==> config.mk <==
export PLATFORM = sky130hd
export DESIGN_NAME = sram_ctl
export DESIGN_NICKNAME = d
export VERILOG_FILES = /design/src/rtl/sram_ctl_pkg.sv /design/src/rtl/sram_phase_timer.sv /design/src/rtl/sram_ctl_fsm.sv /design/src/rtl/sram_ctl_datapath.sv /design/src/rtl/sram_ctl.sv
export SDC_FILE = /design/constraint.sdc
export NUM_CORES = 1
export LEC_CHECK = 0
export CORE_MARGIN = 5
export CORE_UTILIZATION = 35
export DETAILED_ROUTE_END_ITERATION = 8
export PLACE_DENSITY = 0.71
export SLEW_MARGIN = 20
export SYNTH_ARGS = -nofsm -noshare
export SYNTH_HDL_FRONTEND = slang
export SYNTH_SLANG_ARGS = --single-unit
export TNS_END_PERCENT = 20
==> constraint.sdc <==
create_clock -name clk -period 1.6 [get_ports clk]
set_input_delay 0.4 -clock clk [delete_from_list [all_inputs] [get_ports clk]]
set_output_delay 0.4 -clock clk [all_outputs]
set_load 0.03 [all_outputs]
==> src/rtl/sram_ctl_pkg.sv <==
package sram_ctl_pkg;

    typedef enum logic [2:0] {
        PH_IDLE,
        PH_RD_ACC,
        PH_RD_CAP,
        PH_TURN,
        PH_WR_SETUP,
        PH_WR_PULSE,
        PH_WR_REL
    } phase_e;

    typedef struct packed {
        logic ce_n;
        logic oe_n;
        logic we_n;
        logic drive;
    } strobe_t;

    // Strobe levels seen by the RAM in each phase.
    function automatic strobe_t strobes_for(input phase_e p);
        strobe_t s;
        s = '{ce_n: 1'b1, oe_n: 1'b1, we_n: 1'b1, drive: 1'b0};
        case (p)
            PH_RD_ACC:   s = '{ce_n: 1'b0, oe_n: 1'b0, we_n: 1'b1, drive: 1'b0};
            PH_RD_CAP:   s = '{ce_n: 1'b0, oe_n: 1'b1, we_n: 1'b1, drive: 1'b0};
            PH_WR_SETUP: s = '{ce_n: 1'b0, oe_n: 1'b1, we_n: 1'b1, drive: 1'b1};
            PH_WR_PULSE: s = '{ce_n: 1'b0, oe_n: 1'b1, we_n: 1'b0, drive: 1'b1};
            PH_WR_REL:   s = '{ce_n: 1'b0, oe_n: 1'b1, we_n: 1'b1, drive: 1'b0};
            default:     s = '{ce_n: 1'b1, oe_n: 1'b1, we_n: 1'b1, drive: 1'b0};
        endcase
        return s;
    endfunction

    function automatic int max4(input int a, input int b, input int c, input int d);
        int m;
        m = a;
        if (b > m) m = b;
        if (c > m) m = c;
        if (d > m) m = d;
        return m;
    endfunction

    function automatic int cnt_width(input int maxc);
        return (maxc < 2) ? 1 : $clog2(maxc);
    endfunction

endpackage

==> src/rtl/sram_phase_timer.sv <==
module sram_phase_timer #(
    parameter int CW = 2
) (
    input  logic          clk,
    input  logic          rst,
    input  logic          load,
    input  logic [CW-1:0] load_val,
    output logic          done
);
    logic [CW-1:0] cnt;

    always_ff @(posedge clk) begin
        if (rst)
            cnt <= '0;
        else if (load)
            cnt <= load_val;
        else if (cnt != '0)
            cnt <= cnt - 1'b1;
    end

    assign done = (cnt == '0);

    AST_TIMER_HOLDS_ZERO: assert property (@(posedge clk) disable iff (rst)
        (!$past(load) && $past(cnt) == '0) |-> cnt == '0);

endmodule

==> src/rtl/sram_ctl_fsm.sv <==
module sram_ctl_fsm
    import sram_ctl_pkg::*;
#(
    parameter int RD_CYC    = 2,
    parameter int SETUP_CYC = 1,
    parameter int PULSE_CYC = 2,
    parameter int TURN_CYC  = 1,
    parameter int CW        = 2
) (
    input  logic          clk,
    input  logic          rst,
    input  logic          req_fire,
    input  logic          req_write,
    input  logic          tmr_done,
    output phase_e        phase,
    output logic          tmr_load,
    output logic [CW-1:0] tmr_val,
    output logic          capture,
    output logic          idle,
    output logic          rsp_pulse
);
    phase_e state, nxt;
    logic   last_rd;

    always_comb begin
        nxt = state;
        case (state)
            PH_IDLE:
                if (req_fire)
                    nxt = !req_write ? PH_RD_ACC : (last_rd ? PH_TURN : PH_WR_SETUP);
            PH_RD_ACC:   if (tmr_done) nxt = PH_RD_CAP;
            PH_RD_CAP:   nxt = PH_IDLE;
            PH_TURN:     if (tmr_done) nxt = PH_WR_SETUP;
            PH_WR_SETUP: if (tmr_done) nxt = PH_WR_PULSE;
            PH_WR_PULSE: if (tmr_done) nxt = PH_WR_REL;
            PH_WR_REL:   nxt = PH_IDLE;
            default:     nxt = PH_IDLE;
        endcase
    end

    always_comb begin
        case (nxt)
            PH_RD_ACC:   tmr_val = CW'(RD_CYC - 1);
            PH_TURN:     tmr_val = CW'(TURN_CYC - 1);
            PH_WR_SETUP: tmr_val = CW'(SETUP_CYC - 1);
            PH_WR_PULSE: tmr_val = CW'(PULSE_CYC - 1);
            default:     tmr_val = '0;
        endcase
    end

    assign tmr_load  = (nxt != state);
    assign capture   = (state == PH_RD_ACC) && tmr_done;
    assign idle      = (state == PH_IDLE);
    assign rsp_pulse = (state == PH_RD_CAP);
    assign phase     = state;

    always_ff @(posedge clk) begin
        if (rst) begin
            state   <= PH_IDLE;
            last_rd <= 1'b0;
        end else begin
            state <= nxt;
            if (state == PH_RD_CAP)
                last_rd <= 1'b1;
            else if (state == PH_WR_SETUP)
                last_rd <= 1'b0;
        end
    end

    AST_CAP_THEN_IDLE: assert property (@(posedge clk) disable iff (rst)
        state == PH_RD_CAP |=> state == PH_IDLE);
    AST_REL_THEN_IDLE: assert property (@(posedge clk) disable iff (rst)
        state == PH_WR_REL |=> state == PH_IDLE);
    AST_TURN_ONLY_AFTER_READ: assert property (@(posedge clk) disable iff (rst)
        $rose(state == PH_TURN) |-> $past(last_rd));

endmodule

==> src/rtl/sram_ctl_datapath.sv <==
module sram_ctl_datapath
    import sram_ctl_pkg::*;
#(
    parameter int AW = 17,
    parameter int DW = 8
) (
    input  logic          clk,
    input  logic          rst,
    input  logic          req_fire,
    input  logic [AW-1:0] req_addr,
    input  logic [DW-1:0] req_wdata,
    input  logic          capture,
    input  phase_e        phase,
    input  logic [DW-1:0] dq_in,
    output logic [AW-1:0] sram_addr,
    output logic          ce_n,
    output logic          oe_n,
    output logic          we_n,
    output logic [DW-1:0] dq_out,
    output logic          dq_oe,
    output logic [DW-1:0] rdata
);
    strobe_t       stb;
    logic [AW-1:0] addr_q;
    logic [DW-1:0] wdata_q;
    logic [DW-1:0] rdata_q;

    always_ff @(posedge clk) begin
        if (rst) begin
            addr_q  <= '0;
            wdata_q <= '0;
            rdata_q <= '0;
        end else begin
            if (req_fire) begin
                addr_q  <= req_addr;
                wdata_q <= req_wdata;
            end
            if (capture)
                rdata_q <= dq_in;
        end
    end

    assign stb       = strobes_for(phase);
    assign ce_n      = stb.ce_n;
    assign oe_n      = stb.oe_n;
    assign we_n      = stb.we_n;
    assign dq_oe     = stb.drive;
    assign sram_addr = addr_q;
    assign dq_out    = wdata_q;
    assign rdata     = rdata_q;

    AST_ADDR_STABLE_SELECTED: assert property (@(posedge clk) disable iff (rst)
        (!ce_n && $past(!ce_n)) |-> $stable(addr_q));
    AST_WDATA_STABLE_PULSE: assert property (@(posedge clk) disable iff (rst)
        (!we_n && $past(!we_n)) |-> $stable(wdata_q));

endmodule

==> src/rtl/sram_ctl.sv <==
module sram_ctl
    import sram_ctl_pkg::*;
#(
    parameter int ADDR_W    = 17,
    parameter int DATA_W    = 8,
    parameter int RD_CYC    = 2,
    parameter int SETUP_CYC = 1,
    parameter int PULSE_CYC = 2,
    parameter int TURN_CYC  = 1
) (
    input  logic              clk,
    input  logic              rst,
    input  logic              req_valid,
    output logic              req_ready,
    input  logic              req_write,
    input  logic [ADDR_W-1:0] req_addr,
    input  logic [DATA_W-1:0] req_wdata,
    output logic              rsp_valid,
    output logic [DATA_W-1:0] rsp_rdata,
    output logic [ADDR_W-1:0] sram_addr,
    output logic              sram_ce_n,
    output logic              sram_oe_n,
    output logic              sram_we_n,
    output logic [DATA_W-1:0] sram_dq_out,
    output logic              sram_dq_oe,
    input  logic [DATA_W-1:0] sram_dq_in
);
    localparam int MAXC = max4(RD_CYC, SETUP_CYC, PULSE_CYC, TURN_CYC);
    localparam int CW   = cnt_width(MAXC);

    phase_e        phase;
    logic          tmr_load;
    logic [CW-1:0] tmr_val;
    logic          tmr_done;
    logic          capture;
    logic          idle;
    logic          req_fire;

    assign req_ready = idle;
    assign req_fire  = req_valid && idle;

    sram_phase_timer #(.CW(CW)) u_timer (
        .clk      (clk),
        .rst      (rst),
        .load     (tmr_load),
        .load_val (tmr_val),
        .done     (tmr_done)
    );

    sram_ctl_fsm #(
        .RD_CYC    (RD_CYC),
        .SETUP_CYC (SETUP_CYC),
        .PULSE_CYC (PULSE_CYC),
        .TURN_CYC  (TURN_CYC),
        .CW        (CW)
    ) u_fsm (
        .clk       (clk),
        .rst       (rst),
        .req_fire  (req_fire),
        .req_write (req_write),
        .tmr_done  (tmr_done),
        .phase     (phase),
        .tmr_load  (tmr_load),
        .tmr_val   (tmr_val),
        .capture   (capture),
        .idle      (idle),
        .rsp_pulse (rsp_valid)
    );

    sram_ctl_datapath #(.AW(ADDR_W), .DW(DATA_W)) u_dp (
        .clk       (clk),
        .rst       (rst),
        .req_fire  (req_fire),
        .req_addr  (req_addr),
        .req_wdata (req_wdata),
        .capture   (capture),
        .phase     (phase),
        .dq_in     (sram_dq_in),
        .sram_addr (sram_addr),
        .ce_n      (sram_ce_n),
        .oe_n      (sram_oe_n),
        .we_n      (sram_we_n),
        .dq_out    (sram_dq_out),
        .dq_oe     (sram_dq_oe),
        .rdata     (rsp_rdata)
    );

    AST_READY_DESELECTED: assert property (@(posedge clk) disable iff (rst)
        req_ready |-> (sram_ce_n && sram_we_n && sram_oe_n && !sram_dq_oe));
    AST_RSP_SINGLE: assert property (@(posedge clk) disable iff (rst)
        rsp_valid |=> !rsp_valid);
    AST_RSP_BUSY: assert property (@(posedge clk) disable iff (rst)
        rsp_valid |-> !req_ready);
    AST_DRIVE_OE_HIGH: assert property (@(posedge clk) disable iff (rst)
        sram_dq_oe |-> sram_oe_n);
    AST_DRIVE_OFF_WE_RISE: assert property (@(posedge clk) disable iff (rst)
        $rose(sram_we_n) |-> !sram_dq_oe);
    AST_WE_NEEDS_CE: assert property (@(posedge clk) disable iff (rst)
        !sram_we_n |-> (!sram_ce_n && sram_oe_n));
    AST_OE_FALL_BUS_FREE: assert property (@(posedge clk) disable iff (rst)
        $fell(sram_oe_n) |-> !$past(sram_dq_oe));

endmodule

==> flow_summary.yaml, run 1 <==
pwr:
  power.total_mw: 3.48
  peakVddDrop_mv: 0.701
  combPwrFrac_pct: 38.3
  power.share.clock_pct: 28.4
  power_frac_seq_pct: 33.3
  p_switching_mw: 1.16
  intPower_mw: 2.32
  leakage_nw: 1.12
  p_per_area_nw_per_um2: 1370
  p_sw_share_pct: 33.4
sta:
  setup_viol: 2
  slew_viol_final: 0
  rsz0062_at_grt: "true"
  period_share_pct: 102
  period_needed_ps: 1640
  hold_violations: 0
  tns_ps: -42.7
  worst_slack_ps: -35.9
  holdWs_ps: 450
  max_freq_ghz: 0.611
  skew_ps: 2.71
  relSlewSlack_pct: 78.1
  worst_slew_pin_slew_ps: 330
detailed_routing:
  via_count: 1508
  routedWlPerCell_um: 12.9
  wirelength_mm: 4.18
  route.met2.wl_mm: 2.08
  wl_met3_um: 331
  drtPass1Iterations: 4
  via_per_inst: 4.64
  drc: 0
  m1WireLength_mm: 1.72
  ant_nets: 0
  highest_layer: "met4"
  drt_iter0_drc: 60
logic_synthesis:
  avgSynthCellArea_sq_um: 7.93
  synth_nets: 226
  yosysTopAreaCellShare_pct: 50.8
  syn_area_sq_um: 1500
  netlist-cell-type-count: 26
  yosysTopAreaCell: "dfxtp_1"
  ys_seq_area_share_pct: 50.8
  ys_ff_latch: 38
  synth_cells: 189
  synth_area_leaders: "dfxtp_1 51%, nand2_1 18%, a21oi_1 12%"
  ys.warnings.count: 0
die:
  die-area_sq_um: 5690
  ioPinCount: 76
  num_rows: 23
  die-width_um: 75.4
  coreArea_sq_um: 4090
  fp.dieH_um: 75.4
  start_util_pct: 36.7
placed_design:
  dpl.hpwl_mm: 3.02
  placed_cells_incl_taps: 313
  io_buffers: 75
  globalplace.congestion: 0.695
setup_path:
  critical_path_class: "flop to output pin"
  start_kind: "flop"
  crit_fanout: 6
  crit_path_end_kind: "output pin"
  critical_path_arrival_ps: 1240
  cp.required_ps: 1200
global_routing:
  grt_pass1_wl_mm: 6.36
  grt_max_degree: 29
  antenna_found_initial: 0
  overflow: 0
  grt_usage_pct: 14.8
  grt_pass1_vias: 1400
clock_network:
  clockBufferDepth: 2
  htreeDepth: 2
  clk_latency_ps: 280
  cts_sinks: 38
  clk_pin_slew_worst_paths_ps: 70
  cts_buffers: 5
  cts_tree: "built"
  cts-root-buf: "clkbuf_8"
final_layout:
  num_antenna_cells: 0
  layout.nets: 311
  fin_util_pct: 62.2
  drive_above_1_share_pct: 17.8
  synthToLayoutAreaGrowth_pct: 69.7
  final_cell_mix: "71 x nand2_1, 36 x a21oi_1, 36 x clkdlybuf4s50_1"
  finalNonFillerCells: 325
  final_common_cell: "nand2_1"
  nFillCells: 383
worst_hold_path:
  worstHoldPathType: "flop to flop"
outcome:
  outcome: "complete, but fails checks"
  violations: "negative setup slack"
run:
  cap_violations: 0
## registers in the layout, summed over array words and instances, names as in the netlist
| register | cells |
|---|---|
| u_timer.cnt | 1 |
| u_dp.rdata | 8 |
| u_fsm.last_rd | 1 |
| u_dp.sram_addr | 17 |
| u_dp.dq_out | 8 |
| u_fsm.phase | 3 |
## Yosys cell counts (all sizes together)
master	instances
nand2	71
dfxtp	38
a21oi	37
clkbuf	10
buf	5
nor2	5
o21ai	3
or4b	3
nand3b	2
nor4b	2
a211oi	1
a21boi	1
a21o	1
a22oi	1
a31o	1
and2	1
and3b	1
inv	1
nand3	1
nor2b	1
o221ai	1
or2	1
or3	1
## stage by stage
stage | area, sq um | setup slack, ps
6_report | 2540 | -35.9
5_1_grt | 2540 | -78.4
4_1_cts | 2500 | -67.1
3_5_place_dp | 2350 | -305
3_3_place_gp | 2350 | -283
2_1_floorplan | 1500 | -133
## final cells by class
| class | instances | area (sq um) | share of cell area, % |
|---|---|---|---|
| timing repair buffer | 93 | 862 | 33.9 |
| clock buffer | 6 | 82.6 | 3.25 |
| tap | 50 | 62.6 | 2.46 |
| inverter | 1 | 3.75 | 0.148 |
| sequential | 38 | 769 | 30.3 |
| clock inverter | 2 | 60.1 | 2.36 |
| multi-input combinational | 135 | 703 | 27.6 |
## logic make-up (layout without fill, tap and decap cells)
group                  count (synthesis)  count (layout)  share of synthesized area (%)
AOI/OAI and AO/OA                     46              46                           16.8
buffers and inverters                 16             102                           5.26
DFF                                   38              38                           50.8
and+or+nand+nor                       89              89                           27.2
## routing by layer
metal,global-route usage [%],vias up
met3,4.62,4
met1,17.0,671
met5,0,-
met2,25.4,46
li1,-,787
met4,5.83,0
## path summary, 6_finish.rpt
check                 startpoint              to  slack [ps]  cells after the start
setup / recovery  u_fsm.phase[1]       sram_ce_n         -40                      4
hold / removal    u_dp.dq_out[6]  u_dp.dq_out[6]         450                      2
setup reg to reg  u_fsm.phase[2]     u_timer.cnt          60                      4
hold reg to reg   u_dp.dq_out[6]  u_dp.dq_out[6]         450                      2
## worst max-delay path: stages, from the launching register on
cell,delay (ps)
dfxtp_4,360
or2_4,260
nor2_4,90
a21o_1,100
buf_6,130
## power by group through the flow
| stage | registers [mW] | logic (mW) | clock network, mW |
|---|---|---|---|
| final | 1.16 | 1.33 | 0.988 |
| after global routing | 1.18 | 1.44 | 1.05 |
| after CTS | 1.16 | 1.28 | 1.01 |
| after detailed placement | 1.18 | 1.29 | 0 |
| after global placement | 1.18 | 1.28 | 0 |
| after floorplan | 1.38 | 0.543 | 0 |
## repair_timing
item                                    in CTS  in global routing
endpoints found under the hold margin        0                  0
pin swaps                                    2                  2
hold buffers                                 0                  0
buffers inserted                             0                  4
resized for setup                           47                  5
endpoints found under the setup margin      40                 31
gates cloned                                 0                  0
Note: power is estimated with default switching activity, not from simulation.
==> run 2: changes to the inputs <==
--- a/config.mk
+++ b/config.mk
@@ -5,7 +5,7 @@
 export SDC_FILE = /design/constraint.sdc
 export NUM_CORES = 1
 export LEC_CHECK = 0
-export CORE_MARGIN = 5
+export CORE_MARGIN = 8
 export CORE_UTILIZATION = 35
 export DETAILED_ROUTE_END_ITERATION = 8
 export PLACE_DENSITY = 0.71
==> run 2 against run 1 <==
  * The flow still finishes with violations (negative setup slack)
  * Hold slack worse by 1.2 ps
  * Flip-flop and latch count unchanged
  * Highest routed layer unchanged
  * Final cell count unchanged
  * Sequential share of layout area up 0.55 points
  * Count of clock-buffer cells in the layout up 1
  * Register-to-register slack worse by 20 ps
  * Global-route usage down 1.1 points
  * Largest power group unchanged
==> flow_summary.yaml, run 2 (synthesis gave the netlist of run 1 again) <==
placed_design:
  globalplace.congestion: 0.798
  dpl.hpwl_mm: 3.15
  io_buffers: 75
  dpl-instance-area_sq_um: 2350
  placed_cells_incl_taps: 314
pwr:
  power.total_mw: 3.15
  leakage_nw: 1.09
  peakVddDrop_mv: 0.572
  p_per_area_nw_per_um2: 1260
detailed_routing:
  ant_nets: 0
  drc: 0
  drt_iter0_drc: 51
  routedWlPerCell_um: 13.7
  wirelength_mm: 4.46
  drtPass1Iterations: 5
  via_per_inst: 4.71
  via_count: 1531
setup_path:
  cp.required_ps: 1200
  crit_fanout: 4
  critical_path_class: "flop to output pin"
  critical_path_arrival_ps: 1250
  start_kind: "flop"
  crit_path_end_kind: "output pin"
clock_network:
  cts_sinks: 38
  cts_tree: "built"
  clockBufferDepth: 2
  htreeDepth: 2
  clk_latency_ps: 280
  cts-root-buf: "clkbuf_8"
  cts_buffers: 5
  hold_buffers: 0
  clk_pin_slew_worst_paths_ps: 70
final_layout:
  final_area_sq_um: 2510
  largest_register_ffs: 17
  finalNonFillerCells: 325
  final_common_cell: "nand2_1"
  final_cell_mix: "71 x nand2_1, 36 x a21oi_1, 36 x clkdlybuf4s50_1"
  drive_above_1_share_pct: 16.8
  num_antenna_cells: 0
  layout.nets: 309
  synthToLayoutAreaGrowth_pct: 67.2
sta:
  rsz0062_at_grt: "true"
  period_needed_ps: 1650
  hold_violations: 0
  setup_viol: 1
  relSlewSlack_pct: 76.2
  holdWs_ps: 448
  period_share_pct: 103
  slew_viol_final: 0
  worst_slew_pin_slew_ps: 356
  worst_slack_ps: -51.5
  skew_ps: 1.83
  max_freq_ghz: 0.606
die:
  fp.dieH_um: 81.4
  num_rows: 24
  die-width_um: 81.4
  start_util_pct: 35.4
  coreArea_sq_um: 4230
  ioPinCount: 76
  die-area_sq_um: 6630
outcome:
  violations: "negative setup slack"
  outcome: "complete, but fails checks"
global_routing:
  overflow: 0
  antenna_found_initial: 0
  grt_pass1_vias: 1480
  grt_max_degree: 31
  grt_pass1_wl_mm: 7.14
  grt_usage_pct: 13.7
run:
  cap_violations: 0
worst_hold_path:
  worstHoldPathType: "flop to flop"
==> run 2: routing by layer <==
layer	global-route usage, %	wire length (um)	part of all wire [%]	up-vias
li1	-	-	-	789
met1	15.6	1830	41	691
met2	21.5	2120	47	45
met3	6.46	464	10	6
met4	5.89	45	1.0	0
met5	0	0	0	-
==> run 2: final timing paths <==
path	slack (ps)	cells past startpoint	to	from
setup / recovery	-50	4	sram_ce_n	u_fsm.phase[2]
hold / removal	450	2	u_dp.rdata[6]	u_dp.rdata[6]
setup reg to reg	40	4	u_timer.cnt	u_fsm.phase[1]
hold reg to reg	450	2	u_dp.rdata[6]	u_dp.rdata[6]
==> run 2: layout make-up <==
class	instances	area, sq um
repair buffers	91	862
clock buffers	7	86.3
fillers	398	1730
well taps	52	65.1
inverters	1	3.75
clock inverters	1	5.00
flip-flops and latches	38	772
multi-input cells	135	712
==> run 2: power breakdown <==
part | internal (mW) | total, mW | switching [mW]
clock network | 0.347 | 0.666 | 0.319
registers | 1.09 | 1.17 | 0.0847
logic | 0.560 | 1.31 | 0.750
total | 1.99 | 3.15 | 1.15
==> run 2: through the flow <==
| step | util, % | setup TNS (ps) | setup WS (ps) |
|---|---|---|---|
| 2_1_floorplan | - | -133 | -133 |
| 3_3_place_gp | 55.5 | -6830 | -281 |
| 3_5_place_dp | 55.5 | -7440 | -315 |
| 4_1_cts | 58.0 | -64.5 | -64.5 |
| 5_1_grt | 59.2 | -156 | -83.0 |
| 6_report | 59.2 | -51.5 | -51.5 |
==> run 2: timing repair <==
| item | 4_1_cts | 5_1_grt |
|---|---|---|
| setup endpoints to repair | 40 | 8 |
| gates resized for setup | 47 | 8 |
| pin swaps | 2 | 1 |
| buffers inserted | 2 | 1 |
==> run 2: worst max-delay path, cell delays in order (launching register included) <==
cell     delay, ps
dfxtp_4        360
or2_4          270
nor2_4         100
a21o_1         100
buf_6          130
==> run 3: changes to the inputs <==
--- a/config.mk
+++ b/config.mk
@@ -6,11 +6,12 @@
 export NUM_CORES = 1
 export LEC_CHECK = 0
 export CORE_MARGIN = 8
-export CORE_UTILIZATION = 35
+export CORE_UTILIZATION = 36
 export DETAILED_ROUTE_END_ITERATION = 8
 export PLACE_DENSITY = 0.71
 export SLEW_MARGIN = 20
 export SYNTH_ARGS = -nofsm -noshare
 export SYNTH_HDL_FRONTEND = slang
+export SYNTH_HIERARCHICAL = 1
 export SYNTH_SLANG_ARGS = --single-unit
 export TNS_END_PERCENT = 20
==> run 3 against run 2 <==
  * The flow now finishes without violations
  * Via count fell by 9.8%
  * Core utilization increased by 1.8 points
  * Total power is 25% higher
  * Clock power increased by 50%
  * Non-clock buffer count grew 1
  * Count of clock-buffer cells in the layout is 1 lower
  * Wire length shrank 5.9%
  * Final cell count decreased by 8.9%
  * Area after synthesis up 6.6%
  * Critical path depth unchanged
  * Largest cell class unchanged
==> flow_summary.yaml, run 3 <==
detailed_routing:
  routedWlPerCell_um: 14.2
  drtPass1Iterations: 4
  via_per_inst: 4.67
  drc: 0
  wirelength_mm: 4.20
  via_count: 1381
  drt_iter0_drc: 54
  ant_nets: 0
logic_synthesis:
  synth_top_family_by_area: "multiplexers"
  ys_seq_area_share_pct: 47.6
  synthSimpleGateAreaFrac_pct: 19.0
  synth_edf_count: 0
  yosysTopAreaCellShare_pct: 47.6
  yosysTopAreaCell: "dfxtp_1"
  ys.warnings.count: 6
  avgSynthCellArea_sq_um: 10.2
  async_flop_share_pct: 0
  synth_ff_type: "dfxtp_1"
  ys_ff_latch: 38
  synth_cells: 156
  synthTopCellsByCount: "38 x dfxtp_1, 36 x nor2_1, 33 x mux2i_1"
  synth_area_leaders: "dfxtp_1 48%, mux2i_1 21%, nor2_1 8.5%"
  synth_xor_area_share_pct: 0
  synth_compound_area_share_pct: 4.93
  syn_area_sq_um: 1600
  synth_most_common_cell: "dfxtp_1"
  synth_nets: 193
  synthAdderAreaFrac_pct: 0
  netlist-cell-type-count: 32
  synthMuxAreaShare_pct: 20.7
final_layout:
  synthToLayoutAreaGrowth_pct: 65.0
  regArea_sq_um: 767
  nFillCells: 395
  fin_util_pct: 61.0
  drive_above_1_share_pct: 16.8
  largest_register_ffs: 17
  num_antenna_cells: 0
  finalNonFillerCells: 296
  layout.nets: 280
  final_cell_mix: "36 x clkdlybuf4s50_1, 36 x nor2_1, 35 x dfxtp_1"
  multiInputGateArea_sq_um: 747
global_routing:
  grt_max_degree: 19
  antenna_found_initial: 0
  grt_usage_pct: 11.6
  overflow: 0
  grt_pass1_vias: 1296
  grt_pass1_wl_mm: 6.11
setup_path:
  start_kind: "flop"
  crit_path_end_kind: "output pin"
  critical_path_arrival_ps: 1190
  cp.required_ps: 1200
  crit_fanout: 7
  critical_path_class: "flop to output pin"
sta:
  rsz0062_at_grt: "true"
  period_needed_ps: 1590
  tns_ps: 0
  hold_violations: 0
  max_freq_ghz: 0.631
  worst_slew_pin_slew_ps: 348
  slew_viol_final: 0
  skew_ps: 7.06
  period_share_pct: 99.1
  setup_viol: 0
  relSlewSlack_pct: 76.9
placed_design:
  io_buffers: 75
  placed_cells_incl_taps: 282
  globalplace.congestion: 0.777
  dpl.hpwl_mm: 3.04
clock_network:
  clk_pin_slew_worst_paths_ps: 80
  htreeDepth: 2
  cts_sinks: 38
  cts_buffers: 5
  clockBufferDepth: 2
  cts_tree: "built"
  cts-root-buf: "clkbuf_8"
  clk_latency_ps: 290
die:
  start_util_pct: 37.0
  die-area_sq_um: 6830
  die-width_um: 82.6
  coreArea_sq_um: 4320
  num_rows: 24
  fp.dieH_um: 82.6
  ioPinCount: 76
outcome:
  outcome: "finished clean"
pwr:
  p_switching_mw: 1.32
  power_frac_seq_pct: 30.3
  p_per_area_nw_per_um2: 1490
  leakage_nw: 1.20
  power.share.clock_pct: 25.4
  peakVddDrop_mv: 0.576
  combPwrFrac_pct: 44.3
  p_sw_share_pct: 33.7
  intPower_mw: 2.60
run:
  cap_violations: 0
worst_hold_path:
  worstHoldPathType: "flop to flop"
run 3: final timing paths:
check | start | end | slack [ps] | cells after the start
max reg2reg | u_fsm/phase[0] | u_timer/cnt | 110 | 7
min | u_dp/sram_addr[8] | u_dp/sram_addr[8] | 490 | 2
min reg2reg | u_dp/sram_addr[8] | u_dp/sram_addr[8] | 490 | 2
max | u_fsm/phase[1] | req_ready | 10 | 4
run 3: per-layer routing:
layer,wire [um],share of wire [%],track usage [%]
met1,1790,43,14.2
met2,2010,48,18.3
met3,355,8.5,3.90
met4,42,1.0,4.66
met5,0,0,0
run 3: power by group through the flow:
stage / registers (mW) / logic, mW / clock network, mW
after floorplan: 1.48 / 0.918 / 0
after global placement: 1.20 / 1.67 / 0
after detailed placement: 1.20 / 1.67 / 0
after CTS: 1.19 / 1.64 / 1.02
after global routing: 1.21 / 1.86 / 1.07
final: 1.19 / 1.74 / 0.997
run 3: cell families after synthesis:
| family | Yosys count |
|---|---|
| compound gates | 13 |
| buf+inv | 14 |
| flops | 38 |
| mux | 33 |
| simple gates | 58 |
run 3: what timing repair did:
item	CTS	global route
cloned	0	1
pin swaps	0	1
hold endpoints to repair	0	0
gates resized for setup	48	8
setup endpoints to repair	37	18
hold buffers	0	0
buffers inserted	0	5
run 3: critical path, cell delays in order (launching register included):
cell,delay (ps)
dfxtp_4,360
buf_8,130
nor3_4,160
buf_4,130
buf_6,120
run 3: stage by stage:
step	instance area [sq um]	hold slack, ps	setup WS [ps]	power, mW
6_report	2640	487	14.2	3.92
2_1_floorplan	1620	452	-56.9	2.40
5_1_grt	2640	521	-49.8	4.14
4_1_cts	2540	496	-11.6	3.85
3_5_place_dp	2410	483	-140	2.88
3_3_place_gp	2410	471	-140	2.87
run 3: area by class of cell:
cell class | instances | share of cell area [%]
Timing Repair Buffer | 92 | 34.4
Sequential cell | 38 | 29.1
Multi-Input combinational cell | 104 | 28.3
Clock buffer | 6 | 3.13
Tap cell | 52 | 2.47
Clock inverter | 2 | 2.28
Inverter | 2 | 0.285
